`config.mk`:
```
export PLATFORM = sky130hd
export DESIGN_NAME = rom_patch_redirect
export DESIGN_NICKNAME = d
export VERILOG_FILES = /design/src/rtl/patch_pkg.sv /design/src/rtl/patch_regfile.sv /design/src/rtl/patch_match.sv /design/src/rtl/rom_patch_redirect.sv
export SDC_FILE = /design/constraint.sdc
export NUM_CORES = 1
export LEC_CHECK = 0
export ABC_AREA = 0
export BUFFER_PORTS_ARGS = -buffer_cell sky130_fd_sc_hd__buf_4
export CAP_MARGIN = 20
export CORE_UTILIZATION = 55
export DETAILED_ROUTE_END_ITERATION = 16
export GPL_ROUTABILITY_DRIVEN = 1
export PLACE_DENSITY = 0.92
export SYNTH_ARGS = -nofsm -noshare
export SYNTH_HDL_FRONTEND = slang
export SYNTH_SLANG_ARGS = --single-unit
export TNS_END_PERCENT = 100
```
`constraint.sdc`:
```
create_clock -name clk -period 5.1 [get_ports clk]
set_clock_uncertainty 0.1 [all_clocks]
set_input_delay 0.765 -clock clk [delete_from_list [all_inputs] [get_ports clk]]
set_output_delay 0.765 -clock clk [all_outputs]
set_load 0.1 [all_outputs]
```
`src/rtl/patch_pkg.sv`:
```
// Package: shared constants and helpers for the ROM patch redirect unit.
// Assumes an 8-bit data bus and a 16-bit address bus.
package patch_pkg;
    localparam int DATA_W      = 8;
    localparam int ADDR_W      = 2 * DATA_W;
    localparam int NUM_SLOTS   = 2;
    localparam int REG_BASE    = 'h020A;
    localparam int VEC_BASE    = 'h0300;
    localparam int VEC_STRIDE  = 'h0020;

    // Fixed RAM vector for a slot index.
    function automatic logic [ADDR_W-1:0] slot_vector(input int idx);
        return ADDR_W'(VEC_BASE + idx * VEC_STRIDE);
    endfunction
endpackage

```
`src/rtl/patch_regfile.sv`:
```
// Module: patch_regfile
// Holds the slot target addresses and the enable bits behind a byte-wide
// register bus. Slot i occupies BASE+2i (high byte) and BASE+2i+1 (low byte);
// the enable register follows directly after the last slot.
// Assumes reg_we is a single-cycle strobe per write; reads are combinational.
module patch_regfile
    import patch_pkg::*;
#(
    parameter int P_DATA_W = DATA_W,
    parameter int P_SLOTS  = NUM_SLOTS,
    parameter int P_BASE   = REG_BASE
) (
    input  logic                                 clk,
    input  logic                                 rst_n,
    input  logic [2*P_DATA_W-1:0]                reg_addr,
    input  logic [P_DATA_W-1:0]                  reg_wdata,
    input  logic                                 reg_we,
    output logic [P_DATA_W-1:0]                  reg_rdata,
    output logic [P_SLOTS-1:0][2*P_DATA_W-1:0]   slot_addr,
    output logic [P_SLOTS-1:0]                   slot_en
);
    localparam int A_W = 2 * P_DATA_W;
    localparam logic [A_W-1:0] EN_ADDR = A_W'(P_BASE + 2 * P_SLOTS);

    genvar g;
    generate
        for (g = 0; g < P_SLOTS; g++) begin : g_slot
            localparam logic [A_W-1:0] HI_ADDR = A_W'(P_BASE + 2 * g);
            localparam logic [A_W-1:0] LO_ADDR = A_W'(P_BASE + 2 * g + 1);

            // Capture byte writes into this slot's target address.
            always_ff @(posedge clk) begin
                if (!rst_n) begin
                    slot_addr[g] <= '0;
                end else if (reg_we) begin
                    if (reg_addr == HI_ADDR) slot_addr[g][P_DATA_W +: P_DATA_W] <= reg_wdata;
                    if (reg_addr == LO_ADDR) slot_addr[g][0 +: P_DATA_W]        <= reg_wdata;
                end
            end
        end
    endgenerate

    // Capture the enable bits; upper write data bits are dropped.
    always_ff @(posedge clk) begin
        if (!rst_n) begin
            slot_en <= '0;
        end else if (reg_we && reg_addr == EN_ADDR) begin
            slot_en <= reg_wdata[P_SLOTS-1:0];
        end
    end

    // Combinational read mux; unmapped addresses return zero.
    always_comb begin
        reg_rdata = '0;
        for (int i = 0; i < P_SLOTS; i++) begin
            if (reg_addr == A_W'(P_BASE + 2 * i))     reg_rdata = slot_addr[i][P_DATA_W +: P_DATA_W];
            if (reg_addr == A_W'(P_BASE + 2 * i + 1)) reg_rdata = slot_addr[i][0 +: P_DATA_W];
        end
        if (reg_addr == EN_ADDR) reg_rdata = P_DATA_W'(slot_en);
    end

    // Reset leaves every slot disabled.
    assert_reset_disabled_R1: assert property (@(posedge clk) disable iff (!rst_n)
        $rose(rst_n) |-> (slot_en == '0 && slot_addr == '0));

    // An enable write lands the low bits of the write data.
    assert_enable_write_R4: assert property (@(posedge clk) disable iff (!rst_n)
        (reg_we && reg_addr == EN_ADDR) |=> slot_en == $past(reg_wdata[P_SLOTS-1:0]));

    // Unused enable bits read back as zero.
    assert_enable_pad_R4: assert property (@(posedge clk) disable iff (!rst_n)
        (reg_addr == EN_ADDR) |-> reg_rdata[P_DATA_W-1:P_SLOTS] == '0);

    // Without a write the stored slot addresses do not move.
    assert_slot_hold_R2: assert property (@(posedge clk) disable iff (!rst_n)
        !reg_we |=> ($stable(slot_addr) && $stable(slot_en)));
endmodule

```
`src/rtl/patch_match.sv`:
```
// Module: patch_match
// Compares an opcode fetch address against each enabled slot and picks the
// lowest-numbered hit. Purely combinational; assumes the fetch inputs are
// settled within the cycle.
module patch_match
    import patch_pkg::*;
#(
    parameter int P_ADDR_W = ADDR_W,
    parameter int P_SLOTS  = NUM_SLOTS
) (
    input  logic [P_ADDR_W-1:0]               fetch_addr,
    input  logic                              fetch_opcode,
    input  logic [P_SLOTS-1:0][P_ADDR_W-1:0]  slot_addr,
    input  logic [P_SLOTS-1:0]                slot_en,
    output logic                              redirect,
    output logic [P_ADDR_W-1:0]               redirect_addr
);
    logic [P_SLOTS-1:0] hit;

    genvar g;
    generate
        for (g = 0; g < P_SLOTS; g++) begin : g_cmp
            // One comparator per slot, qualified by enable and the opcode strobe.
            always_comb hit[g] = fetch_opcode && slot_en[g] && (fetch_addr == slot_addr[g]);
        end
    endgenerate

    // Priority select: scan from the top so the lowest index overwrites last.
    always_comb begin
        redirect      = |hit;
        redirect_addr = '0;
        for (int i = P_SLOTS - 1; i >= 0; i--) begin
            if (hit[i]) redirect_addr = P_ADDR_W'(slot_vector(i));
        end
    end
endmodule

```
`src/rtl/rom_patch_redirect.sv`:
```
// Module: rom_patch_redirect (top)
// Patch register file plus fetch comparator. Redirect and vector are produced
// in the same cycle as the opcode fetch. Assumes software keeps slot
// addresses distinct; if not, slot 1 wins.
module rom_patch_redirect
    import patch_pkg::*;
(
    input  logic              clk,
    input  logic              rst_n,
    input  logic [15:0]       reg_addr,
    input  logic [7:0]        reg_wdata,
    input  logic              reg_we,
    output logic [7:0]        reg_rdata,
    input  logic [15:0]       fetch_addr,
    input  logic              fetch_opcode,
    output logic              redirect,
    output logic [15:0]       redirect_addr
);
    logic [NUM_SLOTS-1:0][ADDR_W-1:0] slot_addr;
    logic [NUM_SLOTS-1:0]             slot_en;

    patch_regfile #(
        .P_DATA_W (DATA_W),
        .P_SLOTS  (NUM_SLOTS),
        .P_BASE   (REG_BASE)
    ) u_regfile (
        .clk       (clk),
        .rst_n     (rst_n),
        .reg_addr  (reg_addr),
        .reg_wdata (reg_wdata),
        .reg_we    (reg_we),
        .reg_rdata (reg_rdata),
        .slot_addr (slot_addr),
        .slot_en   (slot_en)
    );

    patch_match #(
        .P_ADDR_W (ADDR_W),
        .P_SLOTS  (NUM_SLOTS)
    ) u_match (
        .fetch_addr    (fetch_addr),
        .fetch_opcode  (fetch_opcode),
        .slot_addr     (slot_addr),
        .slot_en       (slot_en),
        .redirect      (redirect),
        .redirect_addr (redirect_addr)
    );

    // Operand fetches never redirect.
    assert_operand_quiet_R7: assert property (@(posedge clk) disable iff (!rst_n)
        !fetch_opcode |-> !redirect);

    // The vector output is zero when idle.
    assert_idle_vector_R9: assert property (@(posedge clk) disable iff (!rst_n)
        !redirect |-> redirect_addr == '0);

    // Slot 1 wins whenever it matches.
    assert_slot1_priority_R8: assert property (@(posedge clk) disable iff (!rst_n)
        (fetch_opcode && slot_en[0] && fetch_addr == slot_addr[0]) |-> (redirect && redirect_addr == slot_vector(0)));

    genvar g;
    generate
        for (g = 0; g < NUM_SLOTS; g++) begin : g_chk
            // A slot's vector appears only for an enabled, matching slot.
            assert_vector_source_R5: assert property (@(posedge clk) disable iff (!rst_n)
                (redirect && redirect_addr == slot_vector(g)) |-> (slot_en[g] && fetch_addr == slot_addr[g]));
        end
    endgenerate
endmodule

```
# [After elaboration in Yosys (flattened, before gate mapping)]
# Index checks and enable logic that the tools add are counted.
[totals] input_bits=44 wordCells=29 ff_bits=34 output_inout_bits=25
[classes] n_eq_ne=7 muxes=7 reduce_logical=10
[ops] cell="$eq 16x10->1 const B" n=5
[ops] cell="$mux 8" n=5
[ops] cell="$eq 16x16->1" n=2
[ops] cell="$mux 10" n=2
[ops] cell="$reduce_and 2->1" n=4
[ops] cell="$logic_and 1x1->1" n=5
[ops] cell="$reduce_or 2->1" n=1

# [Logic depth before layout (Yosys ltp)]
[depth] word_depth=6 ltp_mapped=6 ltp_nobuf=5

# [By module]
# Synthesis repeated with hierarchy kept, for this count alone.
[hier_totals] hier_cells=246 hier_area_um2=2200.9
[by_module_without_submodules] mod="patch_regfile" cells_per_inst=184 area_each_um2=1714.1 n_inst=1 seq_area_each_um2=680.7
[by_module_without_submodules] mod="patch_match" cells_per_inst=62 area_each_um2=486.7 n_inst=1 seq_area_each_um2=0.0

# [Worst setup path before layout]
# Ideal clock, no wire load.
[synth_path] path_type="input port to output port" startpoint="input reg_addr[15]" endpoint="output reg_rdata[1]" slack_ns=0.908 path_stages=3 required_ns=4.235 n_path_buf=0 t_arrival_ns=3.327 path_cell_list="nor4b_2 > nand4_1 > nor3_1"
[synth_via] elab_chain_cells=6 elab_cells_between_ends=10 classes_between="eq/ne (5); mux (5)"
[synth_rtl] item="start: declaration" line_no="rom_patch_redirect.sv:10" rtl="input logic [15:0] reg_addr,"
[synth_rtl] item="$eq 16x10->1" line_no="patch_regfile.sv:56" rtl="if (reg_addr == A_W'(P_BASE + 2 * i)) reg_rdata = slot_addr[i][P_DATA_W +: P_DATA_W];"
[synth_rtl] item="$mux 8" line_no="patch_regfile.sv:56"
[synth_rtl] item="$mux 8" line_no="patch_regfile.sv:57" rtl="if (reg_addr == A_W'(P_BASE + 2 * i + 1)) reg_rdata = slot_addr[i][0 +: P_DATA_W];"
[synth_rtl] item="$mux 8" line_no="patch_regfile.sv:56"
[synth_rtl] item="$mux 8" line_no="patch_regfile.sv:57"
[synth_rtl] item="$mux 8 (*)" line_no="patch_regfile.sv:59" rtl="if (reg_addr == EN_ADDR) reg_rdata = P_DATA_W'(slot_en);"
[synth_rtl] item="end: declaration" line_no="rom_patch_redirect.sv:13" rtl="output logic [7:0] reg_rdata,"
# Mark *: on every way between the ends. The rest lies on a longest branch, timed or not.

# [Worst setup path in the final report]
[layout_path] startpoint="input fetch_addr[13]" endpoint="output redirect"
[layout_via] elab_chain_cells=3 elab_cells_between_ends=5 classes_between="eq/ne (2); reduce/logical (3)"
[layout_rtl] item="start: declaration" line_no="rom_patch_redirect.sv:14" rtl="input logic [15:0] fetch_addr,"
[layout_rtl] item="$eq 16x16->1" line_no="patch_match.sv:24" rtl="always_comb hit[g] = fetch_opcode && slot_en[g] && (fetch_addr == slot_addr[g]);"
[layout_rtl] item="$logic_and 1x1->1" line_no="patch_match.sv:24"
[layout_rtl] item="$reduce_or 2->1 (*)" line_no="patch_match.sv:30" rtl="redirect = |hit;"
[layout_rtl] item="end: declaration" line_no="rom_patch_redirect.sv:16" rtl="output logic redirect,"
# Marks and branches as above.

==> impl_metrics.toml <==
[power]
p_comb_share_pct = 19.6
seqPwrFrac_pct = 47.0
power_leakage_nw = 1.21
clkPwrFrac_pct = 33.4
p_switching_w = 0.000170
power_density_nw_per_um2 = 222
switching_share_pct = 30.1
p_int_w = 0.000395
vdd_drop_max_uv = 137

[yosys]
syn_inst = 243
synth_seq_cells = 34
synth.largest_area_cell = "dfxtp_1"
yosys-top-cells-area = "dfxtp_1 32%, mux2i_1 22%, xnor2_1 12%, nand2_1 7.3%, buf_4 5.2%"
yosysTopAreaCellShare_pct = 31.6
avgSynthCellArea_um2 = 8.85
ys_types = 32
yosysWarnings = 0
yosysSeqAreaShare_pct = 31.6
netlist_area_um2 = 2150

[timing]
final_max_slew_viol_count = 0
hold_violations = 0
whs_ns = 0.393
finalSetupViolCount = 0
setup_tns_ns = 0
tightest_slew_ns = 0.582
grt_setup_unrepaired = "no"
period_minus_slack_ns = 3.51
fmax_mhz = 285
slew_headroom_pct = 61.2
finalCritPeriodShare_pct = 68.9

[global_routing]
grt.overflow.total = 0
grt_max_degree = 43
antenna_found_initial = 0
grt_use_total_pct = 27.9
grt_pass1_wl_mm = 8.61
grt_pass1_vias = 1832

[setup_path]
cp-start-kind = "input port"
crit_type = "input port to primary output"
reg2reg_from = "u_regfile.slot_addr[30]"
crit_arrival_ns = 2.65
cpMaxStageDelayCell = "or4_1"
cp-end-kind = "primary output"
cp-endpoint = "redirect"
r2r_end = "u_regfile.slot_addr[30]"
worstPathRequired_ns = 4.24
crit_start = "fetch_addr[13]"
reg2regPathDepth = 2
cp_max_fo = 3
worst-r2r-setup-slack_ns = 4.32
path_common_cell = "buf_4"
crit_path_cell_trace = "buf_4, xnor2_1, nand4_1, or4_1, nor4_1, nand2b_1, buf_4"
slowest_delay_ns = 0.55

[place]
dpl.hpwl_mm = 3.89
place_congestion = 0.913
dpl.cell_count = 329
io_buffers = 55
place_area_um2 = 2470

[clocking]
clkLatencyLatePin_ns = 0.29
htreeDepth = 2
clk_pin_slew_ns = 0.06
cts-root-buf = "clkbuf_8"
clockBufferDepth = 2
clkSinkCount = 34
cts_setup_buffers = 0
cts_hold_buf = 0
cts_resized = 0
cts-buffers-inserted = 5
cts_tree = "built"

[layout]
final_cell_mix = "55 x buf_4, 47 x mux2i_1, 42 x nand2_1, 34 x dfxtp_1, 29 x xnor2_1"
nets = 332
diodes = 0
layout-drive-gt1-share_pct = 21.5
final_common_cell = "buf_4"
finalNonFillerCells = 336
area_growth_pct = 18.4
fin_area_um2 = 2550

[die]
dieArea_um2 = 4160
io_pins = 69
initial_core_util_pct = 57.9
num_rows = 22
die_h_um = 64.5
dieWidth_um = 64.5
core_region_area_um2 = 3720

[routing]
ant_nets = 0
first_iter_violations = 90
wl_mm = 5.35
vias_per_cell = 5.54
drc = 0
vias = 1863
first_pass_iters = 4
wl_per_cell_um = 15.9

[job]
max_cap_violations = 0

[run_status]
status = "completed"

[worst_hold_path]
hp-class = "flop to flop"
[power by group through the flow]
stage	sequential, W	combinational, W	clock (W)
after CTS	0.000265	0.000110	0.000190
after floorplan	0.000271	0.0000805	0
after detailed placement	0.000271	0.000109	0
final	0.000265	0.000111	0.000189
after global routing	0.000265	0.000116	0.000201
after global placement	0.000271	0.000108	0
[stage by stage]
| step | total power, W | setup slack, ns | util [%] |
|---|---|---|---|
| floorplan | 0.000352 | 0.908 | - |
| global placement | 0.000379 | 1.80 | 66.5 |
| detailed placement | 0.000381 | 1.63 | 66.5 |
| CTS | 0.000566 | 1.62 | 68.5 |
| global route | 0.000582 | 1.41 | 68.5 |
| finish | 0.000565 | 1.59 | 68.5 |
[cell usage after synthesis, drive strengths merged]
library cell / count
nor3: 3
nand4: 8
o22a: 1
nand3b: 1
and3: 1
nor4: 3
mux2i: 47
clkbuf: 7
nor2b: 3
a22o: 1
or3: 4
or4: 1
xor2: 3
o311a: 2
xnor2: 29
nand2: 42
o22ai: 5
o21ai: 2
buf: 22
conb: 1
dfxtp: 34
nand2b: 3
nand3: 2
and2: 4
nor2: 8
a21oi: 2
and4: 1
nor4b: 1
inv: 2
[flip-flops by register name, summed over array words and instances, names as in the netlist]
| name | flops |
|---|---|
| u_regfile.slot_addr | 32 |
| u_regfile.slot_en | 2 |
[per-layer routing]
metal	wire (um)	track usage, %
met1	2110	32.2
met2	2660	45.3
met3	400	8.45
met4	179	16.7
met5	0	0
[worst max-delay path: cells and delay by family]
family        cells  cell delay, ns
xor+xnor          1            0.28
buf+inv           2            0.43
simple gates      4            1.17
[worst min-delay path by stage]
stage,startpoint,to,slack [ns],depth (start not counted)
4_1_cts,u_regfile.slot_addr[5],u_regfile.slot_addr[5],0.40,2
6_report,u_regfile.slot_addr[13],u_regfile.slot_addr[13],0.39,2
3_3_place_gp,u_regfile.slot_addr[10],u_regfile.slot_addr[10],0.37,2
2_1_floorplan,u_regfile.slot_addr[10],u_regfile.slot_addr[10],0.36,2
5_1_grt,u_regfile.slot_addr[29],u_regfile.slot_addr[29],0.41,2
3_5_place_dp,u_regfile.slot_addr[0],u_regfile.slot_addr[0],0.39,2
[cell type report]
type	instances	area, um2
clock buffer	7	76.3
fill	319	1170
inverter	2	7.51
multi-input combinational	190	1310
sequential	34	681
tap	48	60.1
timing repair buffer	55	413
[logic make-up (layout without fill, tap and decap cells)]
| group | count (synthesis) | in the layout | synth area share, % |
|---|---|---|---|
| DFF | 34 | 34 | 31.6 |
| AOI/OAI and AO/OA | 13 | 13 | 4.13 |
| and+or+nand+nor | 85 | 85 | 19.5 |
| other | 1 | 13 | 0.174 |
| muxes | 47 | 47 | 21.9 |
| buffers and inverters | 31 | 64 | 9.60 |
| xor gates and xnor gates | 32 | 32 | 13.0 |
Power figures use the tool's default switching activity.
